### config.mk
export PLATFORM = sky130hd
export DESIGN_NAME = clock_reclaimer
export DESIGN_NICKNAME = d
export VERILOG_FILES = /design/src/rtl/reclaim_pkg.sv /design/src/rtl/hand_pair.sv /design/src/rtl/frame_table.sv /design/src/rtl/reap_decide.sv /design/src/rtl/clock_reclaimer.sv
export SDC_FILE = /design/constraint.sdc
export NUM_CORES = 1
export LEC_CHECK = 0
export ABC_AREA = 0
export BUFFER_PORTS_ARGS = -buffer_cell sky130_fd_sc_hd__buf_2
export CAP_MARGIN = 20
export CORE_AREA = 2 2 87 89
export DETAILED_ROUTE_END_ITERATION = 16
export DIE_AREA = 0 0 89 91
export PLACE_DENSITY = 0.73
export RECOVER_POWER = 100
export SKIP_CTS_REPAIR_TIMING = 1
export SLEW_MARGIN = 20
export SYNTH_ARGS = -nofsm -noshare
export SYNTH_HDL_FRONTEND = slang
export SYNTH_SLANG_ARGS = --single-unit
### constraint.sdc
create_clock -name clk -period 3 [get_ports clk]
set_input_delay 0.3 -clock clk [delete_from_list [all_inputs] [get_ports clk]]
set_output_delay 0.3 -clock clk [all_outputs]
set_load 0.03 [all_outputs]
### src/rtl/reclaim_pkg.sv
package reclaim_pkg;
  typedef enum logic [1:0] {
    CAND_SKIP = 2'd0,
    CAND_FREE = 2'd1,
    CAND_WB   = 2'd2
  } cand_e;

  function automatic int unsigned ring_next(input int unsigned p, input int unsigned n);
    return (p + 1 >= n) ? 0 : p + 1;
  endfunction
endpackage

### src/rtl/hand_pair.sv
module hand_pair #(
  parameter int NFRAMES  = 16,
  parameter int HAND_GAP = 4,
  localparam int FW = (NFRAMES > 1) ? $clog2(NFRAMES) : 1
) (
  input  logic          clk,
  input  logic          rst_n,
  input  logic          adv,
  output logic [FW-1:0] reap_ptr,
  output logic [FW-1:0] clear_ptr
);
  localparam logic [FW-1:0] LAST = FW'(NFRAMES - 1);

  always_ff @(posedge clk) begin
    if (!rst_n) begin
      reap_ptr  <= '0;
      clear_ptr <= FW'(HAND_GAP % NFRAMES);
    end else if (adv) begin
      reap_ptr  <= (reap_ptr  == LAST) ? '0 : reap_ptr  + 1'b1;
      clear_ptr <= (clear_ptr == LAST) ? '0 : clear_ptr + 1'b1;
    end
  end

  p_spacing_r10: assert property (@(posedge clk) disable iff (!rst_n)
    ((int'(clear_ptr) + NFRAMES - int'(reap_ptr)) % NFRAMES) == (HAND_GAP % NFRAMES));
  p_step_r10: assert property (@(posedge clk) disable iff (!rst_n)
    adv |=> int'(reap_ptr) == int'(reclaim_pkg::ring_next(int'($past(reap_ptr)), NFRAMES)));
  p_hold_r8: assert property (@(posedge clk) disable iff (!rst_n)
    !adv |=> $stable(reap_ptr) && $stable(clear_ptr));
endmodule

### src/rtl/frame_table.sv
module frame_table #(
  parameter int NFRAMES = 16,
  localparam int FW = (NFRAMES > 1) ? $clog2(NFRAMES) : 1
) (
  input  logic               clk,
  input  logic               rst_n,
  input  logic               ref_v,
  input  logic [FW-1:0]      ref_f,
  input  logic               ref_w,
  input  logic               done_v,
  input  logic [FW-1:0]      done_f,
  input  logic               clr_v,
  input  logic [FW-1:0]      clr_f,
  input  logic               take_free,
  input  logic               take_wb,
  input  logic [FW-1:0]      take_f,
  output logic [NFRAMES-1:0] used,
  output logic [NFRAMES-1:0] dirty,
  output logic [NFRAMES-1:0] freed,
  output logic [NFRAMES-1:0] pend
);
  for (genvar i = 0; i < NFRAMES; i++) begin : g_frame
    logic hit_ref, hit_done, hit_clr, hit_take;
    assign hit_ref  = ref_v  && (ref_f  == FW'(i));
    assign hit_done = done_v && (done_f == FW'(i));
    assign hit_clr  = clr_v  && (clr_f  == FW'(i));
    assign hit_take = take_f == FW'(i);

    always_ff @(posedge clk) begin
      if (!rst_n) begin
        used[i]  <= 1'b0;
        dirty[i] <= 1'b0;
        freed[i] <= 1'b0;
        pend[i]  <= 1'b0;
      end else begin
        if (hit_ref)      used[i] <= 1'b1;
        else if (hit_clr) used[i] <= 1'b0;

        if (hit_ref)                    freed[i] <= 1'b0;
        else if (take_free && hit_take) freed[i] <= 1'b1;

        if (hit_ref && ref_w) dirty[i] <= 1'b1;
        else if (hit_done)    dirty[i] <= 1'b0;

        if (hit_done)                 pend[i] <= 1'b0;
        else if (take_wb && hit_take) pend[i] <= 1'b1;
      end
    end
  end

  p_ref_marks_r2: assert property (@(posedge clk) disable iff (!rst_n)
    ref_v |=> used[$past(ref_f)] && !freed[$past(ref_f)]);
  p_write_dirty_r2: assert property (@(posedge clk) disable iff (!rst_n)
    ref_v && ref_w |=> dirty[$past(ref_f)]);
  p_done_clean_r6: assert property (@(posedge clk) disable iff (!rst_n)
    done_v && !(ref_v && ref_w && ref_f == done_f) |=> !dirty[$past(done_f)] && !pend[$past(done_f)]);
endmodule

### src/rtl/reap_decide.sv
module reap_decide #(
  parameter int NFRAMES = 16,
  localparam int FW = (NFRAMES > 1) ? $clog2(NFRAMES) : 1
) (
  input  logic               clk,
  input  logic               rst_n,
  input  logic               scan_en,
  input  logic [FW-1:0]      reap_ptr,
  input  logic               ref_v,
  input  logic [FW-1:0]      ref_f,
  input  logic [NFRAMES-1:0] used,
  input  logic [NFRAMES-1:0] dirty,
  input  logic [NFRAMES-1:0] freed,
  input  logic [NFRAMES-1:0] pend,
  input  logic               free_ready,
  input  logic               wb_ready,
  output logic               free_valid,
  output logic               wb_valid,
  output logic               take_free,
  output logic               take_wb,
  output logic               adv
);
  import reclaim_pkg::*;
  cand_e cand;
  logic  live_used;

  always_comb begin
    live_used = used[reap_ptr] || (ref_v && ref_f == reap_ptr);
    if (live_used || freed[reap_ptr] || pend[reap_ptr]) cand = CAND_SKIP;
    else if (dirty[reap_ptr])                           cand = CAND_WB;
    else                                                cand = CAND_FREE;
  end

  assign free_valid = scan_en && (cand == CAND_FREE);
  assign wb_valid   = scan_en && (cand == CAND_WB);
  assign take_free  = free_valid && free_ready;
  assign take_wb    = wb_valid && wb_ready;
  assign adv        = scan_en && !(free_valid && !free_ready) && !(wb_valid && !wb_ready);

  p_single_r12: assert property (@(posedge clk) disable iff (!rst_n)
    !(free_valid && wb_valid));
  p_idle_r9: assert property (@(posedge clk) disable iff (!rst_n)
    !scan_en |-> !free_valid && !wb_valid && !adv);
endmodule

### src/rtl/clock_reclaimer.sv
module clock_reclaimer #(
  parameter int NFRAMES  = 16,
  parameter int HAND_GAP = 4,
  localparam int FW = (NFRAMES > 1) ? $clog2(NFRAMES) : 1
) (
  input  logic          clk,
  input  logic          rst_n,
  input  logic          scan_en,
  input  logic          ref_valid,
  input  logic [FW-1:0] ref_frame,
  input  logic          ref_write,
  input  logic          wb_done_valid,
  input  logic [FW-1:0] wb_done_frame,
  output logic          free_valid,
  input  logic          free_ready,
  output logic [FW-1:0] free_frame,
  output logic          wb_valid,
  input  logic          wb_ready,
  output logic [FW-1:0] wb_frame
);
  logic [FW-1:0]      reap_ptr, clear_ptr;
  logic [NFRAMES-1:0] used, dirty, freed, pend;
  logic               adv, take_free, take_wb;

  hand_pair #(.NFRAMES(NFRAMES), .HAND_GAP(HAND_GAP)) u_hands (
    .clk(clk), .rst_n(rst_n), .adv(adv),
    .reap_ptr(reap_ptr), .clear_ptr(clear_ptr)
  );

  frame_table #(.NFRAMES(NFRAMES)) u_table (
    .clk(clk), .rst_n(rst_n),
    .ref_v(ref_valid), .ref_f(ref_frame), .ref_w(ref_write),
    .done_v(wb_done_valid), .done_f(wb_done_frame),
    .clr_v(adv), .clr_f(clear_ptr),
    .take_free(take_free), .take_wb(take_wb), .take_f(reap_ptr),
    .used(used), .dirty(dirty), .freed(freed), .pend(pend)
  );

  reap_decide #(.NFRAMES(NFRAMES)) u_decide (
    .clk(clk), .rst_n(rst_n), .scan_en(scan_en), .reap_ptr(reap_ptr),
    .ref_v(ref_valid), .ref_f(ref_frame),
    .used(used), .dirty(dirty), .freed(freed), .pend(pend),
    .free_ready(free_ready), .wb_ready(wb_ready),
    .free_valid(free_valid), .wb_valid(wb_valid),
    .take_free(take_free), .take_wb(take_wb), .adv(adv)
  );

  assign free_frame = reap_ptr;
  assign wb_frame   = reap_ptr;

  p_freed_mark_r4: assert property (@(posedge clk) disable iff (!rst_n)
    free_valid && free_ready |=> freed[$past(free_frame)]);
  p_wb_mark_r5: assert property (@(posedge clk) disable iff (!rst_n)
    wb_valid && wb_ready && !(wb_done_valid && wb_done_frame == wb_frame)
    |=> pend[$past(wb_frame)] && !freed[$past(wb_frame)]);
  p_stall_r8: assert property (@(posedge clk) disable iff (!rst_n)
    (free_valid && !free_ready) || (wb_valid && !wb_ready) |=> $stable(free_frame));
  p_clear_r3: assert property (@(posedge clk) disable iff (!rst_n)
    adv && !(ref_valid && ref_frame == clear_ptr) |=> !used[$past(clear_ptr)]);
  p_ref_wins_r3: assert property (@(posedge clk) disable iff (!rst_n)
    ref_valid |=> used[$past(ref_frame)]);
endmodule

==> metrics, run 1 <==
proportion of power drawn by the clock network=36.3%; kind of end point of the critical path=output pin; DR pass1 iterations=5; largest fanout of any net on the critical path=10; setup TNS after final layout=0 ps; Slew HR=50.49%; status=finished clean; Worst Max-Slew Pin Slew=741.1 ps; pin count of the biggest net entering global routing=43; count of max-cap constraint violations=0; Final GP Congestion=0.8830; Worst Setup Path Type=reg -> out; r2r startpoint=u_hands.reap_ptr[1]; residual antenna-violating net count after detailed routing=0; Final HPWL DP=7378 um; overall global routing resource usage=27.58%; number of buffers created by CTS=9; final hold vios=0; Hold Startpoint=wb_done_frame[1]; critical path required time=2700 ps; CTS Sinks=72; PnR worst setup slack=181.0 ps; die height=91 um; switching power total=0.0005729 W; post-route core utilization=56.64%; Hold Crit Class=in -> reg; total length of routed wires=10860 um; overall via count from detail_route=3349; final count of negative-setup-slack endpoints=0; I/O Buffers=25; total grt overflow=0; core box area=7137 sq um; drt wl/cell=21.09 um; fraction of power consumed by sequential logic=49.1%; clock period minus final worst setup slack=2819 ps; Power Dens Cells=500.3 nW/um^2; netlist area before placement=3865 sq um; 1st-iter DRT viols=281; number of synthesized flops with an enable pin=0; die extent in x=89 um; clock-pin slew on the worst setup and hold paths=80 ps; Initial Util=54.15%; Peak VDD IR=0.0002589 V; switch share=28.33%; Root Buffer=sky130_fd_sc_hd__clkbuf_8; number of storage elements in the synthesis netlist=72; count of pins over their slew limit=0; maximum level of the CTS H-tree=3; unrepaired setup endpoints after global routing=false; maximum buffer depth of the clock tree=2; Crit path arrival time=2520 ps; Avg Synthesized Cell Area=9.614 sq um; Critical Path Start Type=flop; count of unique library cells instantiated by Yosys=59; total number of placement rows=31; number of standard cells after synthesis=402; Highest Clock Rate=354.7 MHz; Synth Net Count=426; Final Cycle Share=93.97%; wire length of the first global-routing pass=16970 um; Final nets=435; Die Footprint=8099 sq um; CTS tree=done; final clock skew=7.942 ps; share of synthesized registers carrying an async set or reset=0%; number of inserted diodes=0; total internal power=0.001449 W; share of synthesized area occupied by flip-flops and latches=37.29%; Static Leak=1.436 nW; top-level port count=26; Warnings, synthesis=0; ys flop type=sky130_fd_sc_hd__dfxtp_1; share of total power in combinational logic=14.6%; number of antenna violations at the first check in global routing=0; share of final-layout standard cells stronger than drive strength 1=15.38%; worst-case setup slack after placement=426.8 ps; via count of the first global-routing pass=3158; DRC viols=0; area grow syn2layout=4.597%; average via count per standard cell=6.503; clk_lat worst skew=350 ps; start point of the critical path=u_hands.reap_ptr[1]
## synth_stat cells (2+ instances only)
| library cell | instances | share of area (%) |
|---|---|---|
| sky130_fd_sc_hd__nor4b_4 | 2 | 1.2 |
| sky130_fd_sc_hd__mux2i_1 | 7 | 1.8 |
| sky130_fd_sc_hd__a31oi_1 | 5 | 0.81 |
| sky130_fd_sc_hd__nand3_1 | 9 | 1.2 |
| sky130_fd_sc_hd__o2111ai_1 | 6 | 1.4 |
| sky130_fd_sc_hd__nor2b_1 | 21 | 3.4 |
| sky130_fd_sc_hd__clkbuf_1 | 18 | 1.7 |
| sky130_fd_sc_hd__ha_1 | 8 | 2.6 |
| sky130_fd_sc_hd__buf_2 | 8 | 1.0 |
| sky130_fd_sc_hd__o21ai_0 | 3 | 0.39 |
| sky130_fd_sc_hd__a32oi_1 | 26 | 5.9 |
| sky130_fd_sc_hd__nor3_1 | 15 | 1.9 |
| sky130_fd_sc_hd__and2_1 | 2 | 0.32 |
| sky130_fd_sc_hd__mux4_1 | 4 | 2.7 |
| sky130_fd_sc_hd__or4_1 | 4 | 0.78 |
| sky130_fd_sc_hd__o221a_1 | 5 | 1.5 |
| sky130_fd_sc_hd__xnor2_1 | 2 | 0.45 |
| sky130_fd_sc_hd__nor2_1 | 38 | 3.7 |
| sky130_fd_sc_hd__dfxtp_1 | 72 | 37 |
| sky130_fd_sc_hd__nand2b_1 | 2 | 0.32 |
| sky130_fd_sc_hd__a22oi_1 | 22 | 4.3 |
| sky130_fd_sc_hd__buf_6 | 5 | 1.5 |
| sky130_fd_sc_hd__buf_4 | 6 | 1.2 |
| sky130_fd_sc_hd__mux4_2 | 3 | 1.7 |
| sky130_fd_sc_hd__o21a_1 | 5 | 0.97 |
| sky130_fd_sc_hd__inv_1 | 5 | 0.49 |
| sky130_fd_sc_hd__o221a_4 | 5 | 2.6 |
| sky130_fd_sc_hd__xor2_1 | 3 | 0.68 |
| sky130_fd_sc_hd__a211oi_1 | 6 | 1.2 |
| sky130_fd_sc_hd__nand2_1 | 29 | 2.8 |
| sky130_fd_sc_hd__a21oi_1 | 14 | 1.8 |
| sky130_fd_sc_hd__o31a_1 | 5 | 1.1 |
| sky130_fd_sc_hd__nor4b_2 | 2 | 0.78 |
| sky130_fd_sc_hd__and3_1 | 4 | 0.65 |
| sky130_fd_sc_hd__nor4_1 | 2 | 0.32 |
| sky130_fd_sc_hd__o221a_2 | 2 | 0.58 |
| sky130_fd_sc_hd__nand3b_1 | 2 | 0.39 |
| sky130_fd_sc_hd__or3b_2 | 4 | 0.91 |
## final cells by class
| cell class | instances | area, sq um |
|---|---|---|
| fillers | 680 | 3094 |
| multi-input cells | 285 | 2078 |
| inverters | 6 | 22.52 |
| clock inverters | 4 | 45.04 |
| flip-flops and latches | 72 | 1443 |
| repair buffers | 37 | 195.2 |
| clock buffers | 12 | 135.1 |
| well taps | 99 | 123.9 |
## layout by cell type (no fill, tap or decap), types with 8 or more instances in the layout
cell type and n:
sky130_fd_sc_hd__a21oi_1 14, sky130_fd_sc_hd__a22oi_1 22, sky130_fd_sc_hd__a32oi_1 26, sky130_fd_sc_hd__buf_2 16
sky130_fd_sc_hd__buf_4 9, sky130_fd_sc_hd__clkbuf_1 13, sky130_fd_sc_hd__clkbuf_8 9, sky130_fd_sc_hd__dfxtp_1 71
sky130_fd_sc_hd__ha_1 8, sky130_fd_sc_hd__mux2i_1 8, sky130_fd_sc_hd__nand2_1 29, sky130_fd_sc_hd__nand3_1 9
sky130_fd_sc_hd__nor2_1 38, sky130_fd_sc_hd__nor2b_1 21, sky130_fd_sc_hd__nor3_1 16
## routing by layer
metal | up-vias | part of all wire [%] | GRT usage (%)
met4 | 0 | 2.1 | 10.20
met1 | 1613 | 43 | 38.81
li1 | 1534 | - | -
met3 | 19 | 8.0 | 4.727
met2 | 183 | 47 | 42.16
met5 | - | 0 | 0
## stage by stage
stage / total power (W) / instance area [sq um] / hold slack, ps / std cells
2_1_floorplan: 0.001239 / 3865 / 449.2 / 402
4_1_cts: 0.002027 / 4140 / 293.4 / 515
5_1_grt: 0.002086 / 4043 / 341.4 / 515
3_3_place_gp: 0.001308 / 3960 / 466.5 / 499
6_report: 0.002022 / 4043 / 330.5 / 515
3_5_place_dp: 0.001312 / 3960 / 479.4 / 499
## worst max-delay path, cell delays in order (launching register included)
cell,delay [ps]
sky130_fd_sc_hd__dfxtp_1,460
sky130_fd_sc_hd__buf_4,240
sky130_fd_sc_hd__nor4b_2,210
sky130_fd_sc_hd__nor3_1,90
sky130_fd_sc_hd__o21ai_1,270
sky130_fd_sc_hd__nand4_4,190
sky130_fd_sc_hd__or2_2,360
sky130_fd_sc_hd__nor2_1,110
sky130_fd_sc_hd__clkbuf_2,220
## worst paths after layout
| kind | end | slack, ps | depth (start not counted) |
|---|---|---|---|
| max | free_valid | 180 | 8 |
| min | u_table.pend[15] | 330 | 2 |
| max reg2reg | u_hands.reap_ptr[0] | 280 | 8 |
| min reg2reg | u_table.freed[8] | 500 | 2 |
## logic make-up after synthesis
family	synth area share [%]
simple gates	21.08
compound gates	23.99
flops	37.29
buf+inv	6.895
mux	7.025
fa+ha+maj	2.590
xor+xnor	1.133
## flip-flops by register name, indices dropped and copies added, names as in the netlist
register and flops:
u_hands.clear_ptr 4, u_hands.reap_ptr 4, u_table.dirty 16, u_table.freed 16, u_table.pend 16, u_table.used 16
## power by group through the flow
stage | clock (W) | sequential (W) | combinational, W
after floorplan | 0 | 0.00101 | 0.000224
after global placement | 0 | 0.00101 | 0.000295
after detailed placement | 0 | 0.00101 | 0.000299
after CTS | 0.000735 | 0.000992 | 0.000300
after global routing | 0.000779 | 0.000995 | 0.000312
final | 0.000735 | 0.000993 | 0.000295
Note: power is estimated with default switching activity, not from simulation.
==> run 2, diff against run 1 <==
ABC_AREA = 1   (was 0)
CORE_AREA = 2 2 92 94   (was 2 2 87 89)
DIE_AREA = 0 0 94 96   (was 0 0 89 91)
GPL_TIMING_DRIVEN = 0   (was not set)
PLACE_DENSITY = 0.72   (was 0.73)
==> run 2 against run 1 <==
Against the previous run:
- global-route usage up 1.7 points
- maximum frequency up 5.6%
- hold slack better by 18 ps
- clock power down 3.4%
- critical path type unchanged
- highest routed layer unchanged
==> metrics, run 2 <==
final hold vios=0 (unchanged); proportion of power drawn by the clock network=31.8% (-4.5 points); Final Cycle Share=89.00% (-5.0 points); residual antenna-violating net count after detailed routing=0 (unchanged); share of total power in combinational logic=23.8% (+9.2 points); 1st-iter DRT viols=447 (+59%); commonest cells after routing, fill and taps aside=154 x sky130_fd_sc_hd__nand2_1, 95 x sky130_fd_sc_hd__inv_1, 72 x sky130_fd_sc_hd__dfxtp_1, 63 x sky130_fd_sc_hd__nor2_1, 50 x sky130_fd_sc_hd__nand3_1; share of final-layout standard cells stronger than drive strength 1=13.90% (-1.5 points); Final nets=689 (+58%); Peak VDD IR=0.0002109 V (-19%); Critical Path Start Type=flop; count of max-cap constraint violations=0 (unchanged); post-synthesis share of cell area spent on full adders, half adders and majority gates=2.315% (-0.27 points); average via count per standard cell=5.394 (-17%); setup TNS after final layout=0 ps (unchanged); Root Buffer=sky130_fd_sc_hd__clkbuf_8; r2r startpoint=u_hands.reap_ptr[0]; largest cells by area after synthesis=sky130_fd_sc_hd__dfxtp_1 33%, sky130_fd_sc_hd__nand2_1 13%, sky130_fd_sc_hd__inv_1 8.2%, sky130_fd_sc_hd__nor2_1 5.4%, sky130_fd_sc_hd__nand3_2 5.3%; Die Footprint=9024 sq um (+11%); Yosys top cell area share=33.34% (-4.0 points); Final HPWL DP=9434 um (+28%); final clock skew=15.54 ps (+7.596 ps); Avg Synthesized Cell Area=6.862 sq um (-29%); maximum buffer depth of the clock tree=2 (unchanged); CTS Sinks=72 (unchanged); I/O Buffers=24 (-4.0%); most common cell in the netlist=sky130_fd_sc_hd__nand2_1; Synth Net Count=654 (+54%); total grt overflow=0 (unchanged); cell with the biggest individual delay on the critical path=sky130_fd_sc_hd__dfxtp_1; cell breakdown of the critical path=buf_6 -> buf_6 -> nor2_1 -> nor2_1 -> nand2_1 -> nand2_1 -> nand2_1 -> nand2_1 -> nor2_1 -> nor2_1 -> nand2_1 -> inv_1 -> buf_2; final count of negative-setup-slack endpoints=0 (unchanged); drt wl/cell=16.55 um (-22%); CTS tree=done; Slew HR=54.62% (+4.1 points); timing endpoint of the critical path=wb_valid; mux cell area share after synthesis=0% (-7.0 points); depth of the worst register-to-register path=15 (+7); Power Dens Cells=484.0 nW/um^2 (-3.3%); number of synthesized flops with an enable pin=0 (unchanged); overall via count from detail_route=4175 (+25%); share of synthesized area occupied by flip-flops and latches=33.34% (-4.0 points); total internal power=0.001476 W (+1.8%); unrepaired setup endpoints after global routing=false; top-level port count=26 (unchanged); DRC viols=0 (unchanged); via count of the first global-routing pass=3708 (+17%); critical register-to-register path endpoint=u_table.pend[11]; switch share=33.85% (+5.5 points); clock period minus final worst setup slack=2670 ps (-148.9 ps); clk_lat worst skew=350 ps (about the same); kind of end point of the critical path=output pin; count of pins over their slew limit=0 (unchanged); status=finished clean; commonest non-fill, non-tap cell in the layout=sky130_fd_sc_hd__nand2_1; number of standard cells after synthesis=630 (+57%); switching power total=0.0007550 W (+32%); ys flop type=sky130_fd_sc_hd__dfxtp_1; Placed Cells incl. Taps=759 (+52%); die height=96 um (+5.5%); register area=1441 sq um (about the same); Warnings, synthesis=0 (unchanged); die extent in x=94 um (+5.6%); critical path required time=2700 ps (about the same); clock-pin slew on the worst setup and hold paths=80 ps (about the same); number of antenna violations at the first check in global routing=0 (unchanged); maximum level of the CTS H-tree=3 (unchanged); area grow syn2layout=6.628%; DR pass1 iterations=5 (unchanged); most frequent CP cell=sky130_fd_sc_hd__nand2_1; Initial Util=53.69% (-0.46 points); share of the synthesized netlist area taken by xor and xnor gates=0.2026% (-0.93 points); basic-gate share of the synthesized area counting and, or, nand and nor cells=36.18% (+15 points); combinational family with the most area after synthesis=simple AND/OR/NAND/NOR gates; final-layout fill cell count=818 (+20%); fraction of power consumed by sequential logic=44.3% (-4.8 points); share of synthesized registers carrying an async set or reset=0% (unchanged); Register-to-Register Setup Slack=380 ps (+100 ps); number of inserted diodes=0 (unchanged); start point of the critical path=u_hands.reap_ptr[0]; cell type contributing the most total cell area after synthesis=sky130_fd_sc_hd__dfxtp_1; total number of placement rows=33 (+6.5%); number of storage elements in the synthesis netlist=72 (unchanged); Highest Clock Rate=374.5 MHz (+5.6%); number of buffers created by CTS=9 (unchanged); pin count of the biggest net entering global routing=12 (-72%); Worst Max-Slew Pin Slew=680.7 ps (-60.38 ps); post-route core utilization=57.25% (+0.60 points); netlist area before placement=4323 sq um (+12%); Final GP Congestion=0.9518 (+7.8%); worst hold slack across all endpoints=348.0 ps (+17.58 ps); combined area of the multi-input logic cells=2122 sq um (+2.1%); commonest cells in the netlist=150 x sky130_fd_sc_hd__nand2_1, 95 x sky130_fd_sc_hd__inv_1, 72 x sky130_fd_sc_hd__dfxtp_1, 62 x sky130_fd_sc_hd__nor2_1, 41 x sky130_fd_sc_hd__a21oi_1; total length of routed wires=12810 um (+18%); Hold Crit Class=in -> reg; Synth Area in Compound Gates=12.79% (-11 points); delay contributed by the slowest stage of the critical path=440 ps (-20 ps); largest fanout of any net on the critical path=10 (unchanged); Min-Delay Path Depth=5 (+3); core box area=8051 sq um (+13%); overall global routing resource usage=29.30% (+1.7 points); count of unique library cells instantiated by Yosys=37 (-37%); wire length of the first global-routing pass=19600 um (+16%); Crit path arrival time=2370 ps (-150 ps); Static Leak=1.934 nW (+35%); Worst Setup Path Type=reg -> out; final cell count without fillers=774 (+50%)
-- run 2: worst max-delay path: cells and delay by family (launching register included) --
family	cells	cell delay, ps
buf+inv	4	620
simple gates	9	950
flops	1	440
-- run 2: worst min-delay path by stage --
stage	startpoint	to	slack, ps
after floorplan	u_table.freed[3]	u_table.freed[3]	430
after global placement	u_table.freed[2]	u_table.freed[2]	440
after detailed placement	u_table.freed[2]	u_table.freed[2]	440
after CTS	wb_done_frame[0]	u_table.dirty[0]	330
after global routing	wb_done_frame[0]	u_table.dirty[0]	370
final	wb_done_frame[0]	u_table.dirty[0]	350
-- run 2: logic make-up after synthesis --
group | after synthesis
and+or+nand+nor | 317
DFF | 72
xor gates and xnor gates | 1
AOI/OAI and AO/OA | 95
adders and majority gates | 8
buffers and inverters | 137
-- run 2: power groups by stage --
stage	Clock [W]	Combinational, W	Sequential [W]
2_1_floorplan	0	0.000394	0.00102
3_3_place_gp	0	0.000542	0.00101
3_5_place_dp	0	0.000548	0.00101
4_1_cts	0.000714	0.000550	0.000989
5_1_grt	0.000757	0.000570	0.000992
6_report	0.000710	0.000531	0.000989
-- run 2: metrics by stage --
stage	setup slack (ps)	total power, W	cell area, sq um
floorplan	916.1	0.001410	4323
global placement	766.0	0.001552	4574
detailed placement	751.5	0.001560	4574
CTS	473.4	0.002253	4747
global route	206.3	0.002319	4609
finish	330.0	0.002231	4609
-- run 2: per-layer routing --
| metal | vias up | track usage, % | wire length [um] |
|---|---|---|---|
| met2 | 178 | 48.27 | 5842 |
| met1 | 1896 | 38.75 | 5551 |
| met3 | 36 | 3.837 | 999 |
| met4 | 0 | 12.44 | 414 |
| li1 | 2065 | - | - |
| met5 | - | 0 | 0 |
-- run 2: final cells by class --
| class | instances | area share (%) |
|---|---|---|
| Timing Repair Buffer | 24 | 2.362 |
| Multi-Input combinational cell | 421 | 46.04 |
| Buffer | 37 | 5.429 |
| Inverter | 100 | 8.306 |
| Clock inverter | 3 | 0.3800 |
| Clock buffer | 12 | 3.366 |
| Tap cell | 105 | 2.850 |
| Sequential cell | 72 | 31.27 |
==> run 3, diff against run 2 <==
PLACE_DENSITY = 0.8   (was 0.72)
==> run 3 against run 2 <==
Against the previous run:
- register-to-register slack worse by 50 ps
- worst setup slack worse by 3.1 ps
- combinational power is 2% lower
- maximum frequency is 0.12% lower
- count of clock-buffer cells in the layout is 3 lower
- clock skew is 4.9 ps lower
- hold slack better by 17 ps
- utilization is 0.45 points higher
- sequential cell count stayed put
- power is 11% higher
- largest cell class unchanged
- largest power group unchanged
==> metrics, run 3 (synthesized netlist as in run 2, its figures left out) <==
total chip power=0.002467 W (+11%); die extent in x=94 um (unchanged); top-level port count=26 (unchanged); die height=96 um (unchanged); kind of cell adding the most delay to the critical path=simple AND/OR/NAND/NOR gates; Slew HR=51.89% (-2.7 points); final-layout fill cell count=821 (+0.37%); status=finished clean; via count of the first global-routing pass=3896 (+5.1%); unrepaired setup endpoints after global routing=false; Root Buffer=sky130_fd_sc_hd__clkbuf_8; register area=1441 sq um (unchanged); total grt overflow=0 (unchanged); Crit path arrival time=2970 ps (+600 ps); Final HPWL DP=9107 um (-3.5%); cell with the biggest individual delay on the critical path=sky130_fd_sc_hd__nor2_1; overall via count from detail_route=4296 (+2.9%); final count of negative-setup-slack endpoints=0 (unchanged); final hold vios=0 (unchanged); DR pass1 iterations=5 (unchanged); Peak VDD IR=0.0002365 V (+12%); Static Leak=1.919 nW (-0.80%); setup TNS after final layout=0 ps (unchanged); maximum level of the CTS H-tree=3 (unchanged); number of antenna violations at the first check in global routing=0 (unchanged); most frequent CP cell=sky130_fd_sc_hd__nand2_1; cell breakdown of the critical path=buf_4 -> inv_4 -> buf_6 -> nand3_1 -> nand2_1 -> nor2_1 -> nand2_1 -> nand2_1 -> nand2_2 -> nor2_8 -> nand2_4 -> nor2_1 -> buf_8 -> nand3_2 -> a21oi_1; kind of end point of the critical path=flop; DRC viols=0 (unchanged); average via count per standard cell=5.543 (+2.8%); core box area=8051 sq um (unchanged); number of buffers created by CTS=9 (unchanged); count of buffering cells on the critical path with inverters included=4 (unchanged); delay contributed by the slowest stage of the critical path=550 ps (+110 ps); Highest Clock Rate=374.1 MHz (-0.12%); drt wl/cell=16.20 um (-2.1%); total number of placement rows=33 (unchanged); wire length of the first global-routing pass=19710 um (+0.57%); Placed Cells incl. Taps=759 (unchanged); Power Dens Cells=531.1 nW/um^2 (+9.7%); I/O Buffers=24 (unchanged); critical path required time=3290 ps (+590 ps); residual antenna-violating net count after detailed routing=0 (unchanged); CTS tree=done; Critical Path Start Type=flop; number of inserted diodes=0 (unchanged); count of pins over their slew limit=0 (unchanged); Worst Max-Slew Pin Slew=719.0 ps (+38.37 ps); clk_lat worst skew=360 ps (about the same); Worst Setup Path Type=reg -> reg; final clock skew=10.64 ps (-4.902 ps); overall global routing resource usage=29.16% (-0.14 points); Final Cycle Share=89.10% (+0.10 points); area grow syn2layout=7.468%; largest fanout of any net on the critical path=11 (+1); Die Footprint=9024 sq um (unchanged); 1st-iter DRT viols=335 (-25%); commonest cells after routing, fill and taps aside=151 x sky130_fd_sc_hd__nand2_1, 95 x sky130_fd_sc_hd__inv_1, 72 x sky130_fd_sc_hd__dfxtp_1, 64 x sky130_fd_sc_hd__nor2_1, 52 x sky130_fd_sc_hd__a21oi_1; CTS Sinks=72 (unchanged); pin count of the biggest net entering global routing=14 (+2); commonest non-fill, non-tap cell in the layout=sky130_fd_sc_hd__nand2_1; Final GP Congestion=1.016 (+6.8%); total length of routed wires=12560 um (-2.0%); final cell count without fillers=775 (+0.13%); Final nets=689 (unchanged); Initial Util=53.69% (unchanged); worst hold slack across all endpoints=365.5 ps (+17.48 ps); count of max-cap constraint violations=0 (unchanged); share of final-layout standard cells stronger than drive strength 1=12.99% (-0.92 points); Hold Crit Class=in -> reg; clock-pin slew on the worst setup and hold paths=80 ps (about the same); maximum buffer depth of the clock tree=2 (unchanged); clock period minus final worst setup slack=2673 ps (+3.083 ps); combined area of the multi-input logic cells=2093 sq um (-1.4%)
## run 3: changes by cell type in the layout (fill, tap and decap cells not counted), sizes merged
cell / delta
inv: +1
bufinv: +3
clkinvlp: +1
clkinv: -1
buf: -3
## run 3: worst min-delay path, delay by kind of cell
family,cells,cell delay [ps]
buffers and inverters,1,110
AOI/OAI and AO/OA,1,60
and+or+nand+nor,3,210
## run 3: per-stage QoR
| step | cell area (sq um) | utilization (%) | setup slack [ps] |
|---|---|---|---|
| 2_1_floorplan | 4323 | - | 916.1 |
| 3_3_place_gp | 4574 | 56.81 | 778.8 |
| 6_report | 4646 | 57.70 | 326.9 |
| 3_5_place_dp | 4574 | 56.81 | 756.1 |
| 5_1_grt | 4646 | 57.70 | 183.3 |
| 4_1_cts | 4817 | 59.83 | 458.1 |
## run 3: area by class of cell
type,count,share of cell area (%)
Inverter,100,8.241
Tap cell,105,2.828
Sequential cell,72,31.03
Timing Repair Buffer,24,2.235
Clock buffer,9,2.666
Multi-Input combinational cell,421,45.06
Buffer,37,5.386
Clock inverter,7,2.559
## run 3: power by group
group | internal (W) | switching [W] | leakage [nW]
logic | 0.000159 | 0.000364 | 1.22
registers | 0.000974 | 0.0000143 | 0.582
clock network | 0.000554 | 0.000402 | 0.116
total | 0.00169 | 0.000781 | 1.92
## run 3: per-layer routing
metal | GRT usage [%] | part of all wire [%]
met2 | 47.74 | 45
met5 | 0 | 0
met4 | 14.73 | 4.4
met1 | 36.98 | 41
met3 | 5.325 | 8.9
## run 3: worst paths after layout
kind | startpoint | end | slack [ps] | depth (start not counted)
worst max-delay path | u_hands.reap_ptr[1] | u_table.freed[14] | 330 | 15
worst min-delay path | wb_done_frame[1] | u_table.dirty[0] | 370 | 5
worst max register to register | u_hands.reap_ptr[1] | u_table.freed[14] | 330 | 15
worst min register to register | u_table.pend[10] | u_table.pend[10] | 460 | 2
